--- src/rtl/sq_chan_ctrl.sv ---
module sq_chan_ctrl #(
  parameter int MF_LEN   = 20,
  parameter int SLOT_GAP = 5
) (
  input  logic       clk,
  input  logic       rst_n,
  input  logic       frm_start,
  input  logic       mf_start,
  input  logic       rx_bit_vld,
  input  logic       rx_bit,
  input  logic       mf_sync,
  input  logic       reg_wr,
  input  logic       reg_rd,
  input  logic       reg_addr,
  input  logic [7:0] reg_wdata,
  output logic [7:0] reg_rdata,
  output logic       tx_q_use,
  output logic       tx_q_bit,
  output logic       irq
);
  localparam int NSLOT     = 4;
  localparam int FW        = $clog2(MF_LEN + 1);
  localparam int LAST_SLOT = 1 + SLOT_GAP * (NSLOT - 1);

  logic [FW-1:0] frame_num;
  logic [3:0]    q_reg, q_shadow, s_stage, s_vis;
  logic          en, chg;
  logic          slot_hit;
  logic [1:0]    slot_idx;
  logic          s_update, rd_status;

  always_comb begin
    slot_hit = 1'b0;
    slot_idx = '0;
    for (int k = 0; k < NSLOT; k++)
      if (frame_num == FW'(1 + SLOT_GAP * k)) begin
        slot_hit = 1'b1;
        slot_idx = 2'(k);
      end
  end

  assign s_update  = frm_start && (frame_num == FW'(LAST_SLOT)) && mf_sync;
  assign rd_status = reg_rd && reg_addr;

  always_ff @(posedge clk) begin
    if (!rst_n) frame_num <= '0;
    else if (frm_start) begin
      if (mf_start)                        frame_num <= FW'(1);
      else if (frame_num == FW'(MF_LEN))   frame_num <= FW'(1);
      else if (frame_num != '0)            frame_num <= frame_num + FW'(1);
    end
  end

  always_ff @(posedge clk) begin
    if (!rst_n) begin
      q_reg <= 4'hF;
      en    <= 1'b0;
    end else if (reg_wr && !reg_addr) begin
      q_reg <= reg_wdata[3:0];
      en    <= reg_wdata[4];
    end
  end

  always_ff @(posedge clk) begin
    if (!rst_n) q_shadow <= 4'hF;
    else if (frm_start && mf_start) q_shadow <= q_reg;
  end

  always_ff @(posedge clk) begin
    if (!rst_n) s_stage <= '0;
    else if (rx_bit_vld && slot_hit) s_stage[slot_idx] <= rx_bit;
  end

  always_ff @(posedge clk) begin
    if (!rst_n) begin
      s_vis <= '0;
      chg   <= 1'b0;
    end else begin
      if (s_update) s_vis <= s_stage;
      if (s_update && en && (s_stage != s_vis)) chg <= 1'b1;
      else if (rd_status)                       chg <= 1'b0;
    end
  end

  assign tx_q_use  = slot_hit;
  assign tx_q_bit  = slot_hit & q_shadow[slot_idx];
  assign irq       = chg & en;
  assign reg_rdata = reg_addr ? {mf_sync, en, chg, 1'b0, s_vis}
                              : {3'b000, en, q_reg};
endmodule

--- config.mk ---
export PLATFORM = sky130hd
export DESIGN_NAME = sq_chan_ctrl
export DESIGN_NICKNAME = d
export VERILOG_FILES = /design/src/rtl/sq_chan_ctrl.sv
export SDC_FILE = /design/constraint.sdc
export NUM_CORES = 1
export LEC_CHECK = 0
export BUFFER_PORTS_ARGS = -buffer_cell sky130_fd_sc_hd__buf_2
export CORE_UTILIZATION = 55
export DETAILED_ROUTE_END_ITERATION = 6
export GPL_ROUTABILITY_DRIVEN = 1
export HOLD_SLACK_MARGIN = 0.12
export PLACE_DENSITY = 0.81
export RECOVER_POWER = 100
export SLEW_MARGIN = 0
export SYNTH_ARGS = -nofsm -noshare
export SYNTH_HDL_FRONTEND = slang
export SYNTH_SLANG_ARGS = --single-unit
--- constraint.sdc ---
create_clock -name clk -period 5.4 [get_ports clk]
set_input_delay 1.62 -clock clk [delete_from_list [all_inputs] [get_ports clk]]
set_output_delay 1.62 -clock clk [all_outputs]
set_load 0.005 [all_outputs]
; Yosys cells after proc, flatten, opt, wreduce, memory -nomap -nowiden
; Cells that the tools add are included.
; W data, S select, Z words.
[word_totals]
register_bits = 23
elab_cells = 50
output_inout_bits = 11
input_bits = 18
[classes]
n_lt_le_gt_ge = 2
n_bitwise = 2
n_reduce_logical = 14
muxes = 18
eq_ne = 6
n_addsub = 1
[ops]
columns = operator, n
row1 = $mux W5, 3
row2 = $eq A5 B5 Y1 const B, 2
row3 = $logic_and A1 B1 Y1, 9
row4 = $mux W1, 9
row5 = $mux W8, 1
row6 = $add A5 B1 Y5 const B, 1
row7 = $eq A5 B1 Y1 const B, 1
row8 = $eq A5 B3 Y1 const B, 1
row9 = $eq A5 B4 Y1 const B, 1
row10 = $reduce_bool A5 Y1, 1
row11 = $bwmux W4, 1
row12 = $mux W2, 2
row13 = $ne A4 B4 Y1, 1
row14 = $lt A2 B3 Y1 const B, 1
row15 = $reduce_bool A3 Y1, 1
row16 = $and A1 B1 Y1, 2
row17 = $bmux W1 S2, 1
row18 = $demux W1 S2, 1
row19 = $ge A2 B1 Y1 const B, 1
row20 = $reduce_and A2 Y1, 1
row21 = $reduce_bool A2 Y1, 1
row22 = $logic_not A1 Y1, 1

; Logic depth before layout (Yosys ltp)
[logic_depth]
ltp_word = 9
ltp_mapped = 7

; Worst setup path before layout
; No wires, ideal clock.
[synth_path]
path_type = input to output
startpoint = input reg_addr
endpoint = output reg_rdata[0]
arrival_ps = 2238
setup_slack_ps = 1542
cell_stages = 2
path_cell_list = clkbuf_1 -> mux2_2
[synth_between]
elab_chain_len = 1
[synth_rtl]
columns = element, line
row1 = start: declaration, 14  ; input logic reg_addr,
row2 = $mux W8, 88  ; assign reg_rdata = reg_addr ? {mf_sync, en, chg, 1'b0, s_vis}
row3 = end: declaration, 16  ; output logic [7:0] reg_rdata,
; Every way passes these cells.

; Worst setup path after layout
[layout_path]
startpoint = input reg_addr
endpoint = output reg_rdata[3]
; The elaborated chain is that of the path after synthesis.

==> flow_metrics.env <==
export IMPL_cts_sinks=23
export IMPL_cap_violations=0
export IMPL_max_vdd_ir_drop_mv=0.147
export IMPL_largest_register_ffs=5
export IMPL_synth_top_family_by_area="simple AND/OR/NAND/NOR gates"
export IMPL_hold_viol=0
export IMPL_yosys_area_share_adder_pct=3.96
export IMPL_critPathCaptureType="output port"
export IMPL_cts_max_path_buffers=2
export IMPL_cp_start_kind="input pin"
export IMPL_cts_root_buf="clkbuf_4"
export IMPL_p_per_area_nw_per_um2=215
export IMPL_yosys_area_top_type="dfxtp_1"
export IMPL_stdcell_count=195
export IMPL_grtUsageMet3_pct=3.70
export IMPL_post_cts_resized=0
export IMPL_dp_cells=191
export IMPL_synth_compound_area_share_pct=8.82
export IMPL_yosys_area_share_simple_pct=33.1
export IMPL_mappedNetlistArea_sq_um=1260
export IMPL_yosysSeqAreaShare_pct=36.5
export IMPL_postCtsHoldBufs=0
export IMPL_worst_setup_path_type="input pin to output port"
export IMPL_min_from="q_shadow[2]$_SDFFE_PN1P_"
export IMPL_grt_max_degree=23
export IMPL_synth_common_cells="nand2_1, dfxtp_1, nand3_1"
export IMPL_start_util_pct=61.2
export IMPL_met1_usage_pct=30.6
export IMPL_crit_arrival_ns=2.49
export IMPL_antenna_found_initial=0
export IMPL_portBuffers=25
export IMPL_rsz0062_at_grt="no"
export IMPL_critPathLaunch="reg_addr"
export IMPL_use_met2_pct=36.9
export IMPL_combinationalPowerShare_pct=13.4
export IMPL_fin_nets=191
export IMPL_grt_pass1_wl_um=4420
export IMPL_area_growth_pct=10.4
export IMPL_die_h_um=49.9
export IMPL_regMostFlops="frame_num"
export IMPL_top_level_ports=29
export IMPL_fin_skew_ns=0.00388
export IMPL_synth_edf_count=0
export IMPL_maxSlewHeadroom_pct=48.8
export IMPL_path_max_fanout=11
export IMPL_switching_power_mw=0.0778
export IMPL_layout_drive_gt1_share_pct=20.2
export IMPL_leakage_nw=0.568
export IMPL_post_cts_buffers=0
export IMPL_r2r_end="s_vis[2]$_SDFFE_PN0P_"
export IMPL_antennaDiodeCount=0
export IMPL_setup_viol=0
export IMPL_synth_nets=168
export IMPL_yosysWarnings=0
export IMPL_clock_power_share_pct=26.7
export IMPL_fp_dieW_um=49.9
export IMPL_avgRoutedWirePerCell_um=13.7
export IMPL_clock_fmax_mhz=243
export IMPL_num_vias=1103
export IMPL_final_period_utilization_pct=76.2
export IMPL_whs_endpoint="q_shadow[2]$_SDFFE_PN1P_"
export IMPL_hold_depth=2
export IMPL_via_per_inst=5.66
export IMPL_top_usage_layer="met2"
export IMPL_ff2ff_setup_slack_ns=3.72
export IMPL_min_period_ns=4.11
export IMPL_synth_top_area_share_pct=36.5
export IMPL_synthCells=146
export IMPL_synthArstFlopShare_pct=0
export IMPL_dpl_hpwl_um=1990
export IMPL_slew_violations=0
export IMPL_p_int_mw=0.222
export IMPL_netlist_cell_type_count=36
export IMPL_grt_pass1_vias=1014
export IMPL_yosys_mux_area_fraction_pct=9.12
export IMPL_tns_ns=0
export IMPL_avgSynthCellArea_sq_um=8.65
export IMPL_r2r_cells=6
export IMPL_grt_overflow=0
export IMPL_swShare_pct=25.9
export IMPL_route_detailed_drc=0
export IMPL_first_pass_iters=4
export IMPL_gp_congestion=0.848
export IMPL_drtIter0Drc=16
export IMPL_synth_flop_cell="dfxtp_1"
export IMPL_antenna_left=0
export IMPL_core_sq_um=2060
export IMPL_numCtsBuffers=3
export IMPL_crit_required_ns=3.78
export IMPL_wl_um=2660
export IMPL_yosys_top_cells_area="dfxtp_1, nand2_1, nand3_1, mux2i_1, nor2b_1"
export IMPL_yosysMostFrequentCell="nand2_1"
export IMPL_grt_usage_pct=22.7
export IMPL_ys_ff_latch=23
export IMPL_fillers=172
export IMPL_tritoncts="done"
export IMPL_yosys_area_share_xor_xnor_pct=3.47
export IMPL_r2r_start="frame_num[0]$_SDFFE_PN0P_"
export IMPL_worst_skew_pair_late_latency_ns=0.30
export IMPL_worstMarginPinSlew_ns=0.768
export IMPL_htree_num_levels=1
export IMPL_hp_class="flop to flop"
export IMPL_path_clk_slew_ns=0.13
export IMPL_core_rowCount=16
export IMPL_pwr_share_seq_pct=59.9
export IMPL_status="finished, final reports clean"
export IMPL_die_area_sq_um=2490
kinds of logic (layout without fill, tap and decap cells):
family	count (synthesis)	in the layout
compound gates	16	16
xor+xnor	5	5
fa+ha+maj	4	4
buf+inv	12	34
flops	23	23
mux	11	11
simple gates	75	75
layer usage:
metal  share of wire, %  wire length, um
met5                  0                0
met2                 47             1260
met1                 47             1240
met4               0.53               14
met3                5.7              151
critical path, cell delays in order:
cell and delay, ns:
clkbuf_1 0.35, mux2_2 0.39, buf_2 0.13
cell type report:
class | count | area (sq um) | area share, %
repair buffers | 25 | 121 | 8.71
inverters | 5 | 18.8 | 1.35
clock buffers | 4 | 26.3 | 1.89
flip-flops and latches | 23 | 460 | 33.0
multi-input cells | 111 | 733 | 52.6
well taps | 27 | 33.8 | 2.42
how the worst max path moves through the flow:
stage	slack, ns	depth (start not counted)	end
CTS	1.48	3	reg_rdata[3]
global route	1.25	3	reg_rdata[3]
finish	1.29	3	reg_rdata[3]
detailed placement	1.47	3	reg_rdata[3]
global placement	1.51	3	reg_rdata[2]
floorplan	1.54	2	reg_rdata[0]
per-stage QoR:
step | utilization (%) | total power, mW | cell area [sq um] | hold slack (ns) | setup slack [ns]
floorplan | - | 0.208 | 1260 | 0.440 | 1.54
global route | 67.6 | 0.312 | 1390 | 0.504 | 1.25
detailed placement | 66.7 | 0.224 | 1380 | 0.456 | 1.47
global placement | 66.7 | 0.222 | 1380 | 0.454 | 1.51
CTS | 68.0 | 0.300 | 1400 | 0.488 | 1.48
finish | 67.6 | 0.300 | 1390 | 0.488 | 1.29
power groups by stage:
stage / combinational (mW) / clock [mW] / sequential [mW]
2_1_floorplan: 0.0255 / 0 / 0.182
3_3_place_gp: 0.0387 / 0 / 0.183
3_5_place_dp: 0.0402 / 0 / 0.184
4_1_cts: 0.0403 / 0.0801 / 0.180
5_1_grt: 0.0449 / 0.0865 / 0.181
6_report: 0.0403 / 0.0802 / 0.180
layout by cell type (no fill, tap or decap), types with 3 or more instances in the layout:
cell type	count
nand2_1	27
dfxtp_1	23
buf_2	21
nand3_1	16
nor2b_1	10
mux2i_1	7
inv_1	5
and2_0	5
xnor2_1	5
mux2_2	4
a21oi_1	4
ha_1	4
clkbuf_1	4
nand2b_1	3
a21boi_0	3
clkbuf_4	3
(Power assumes the default switching activity.)
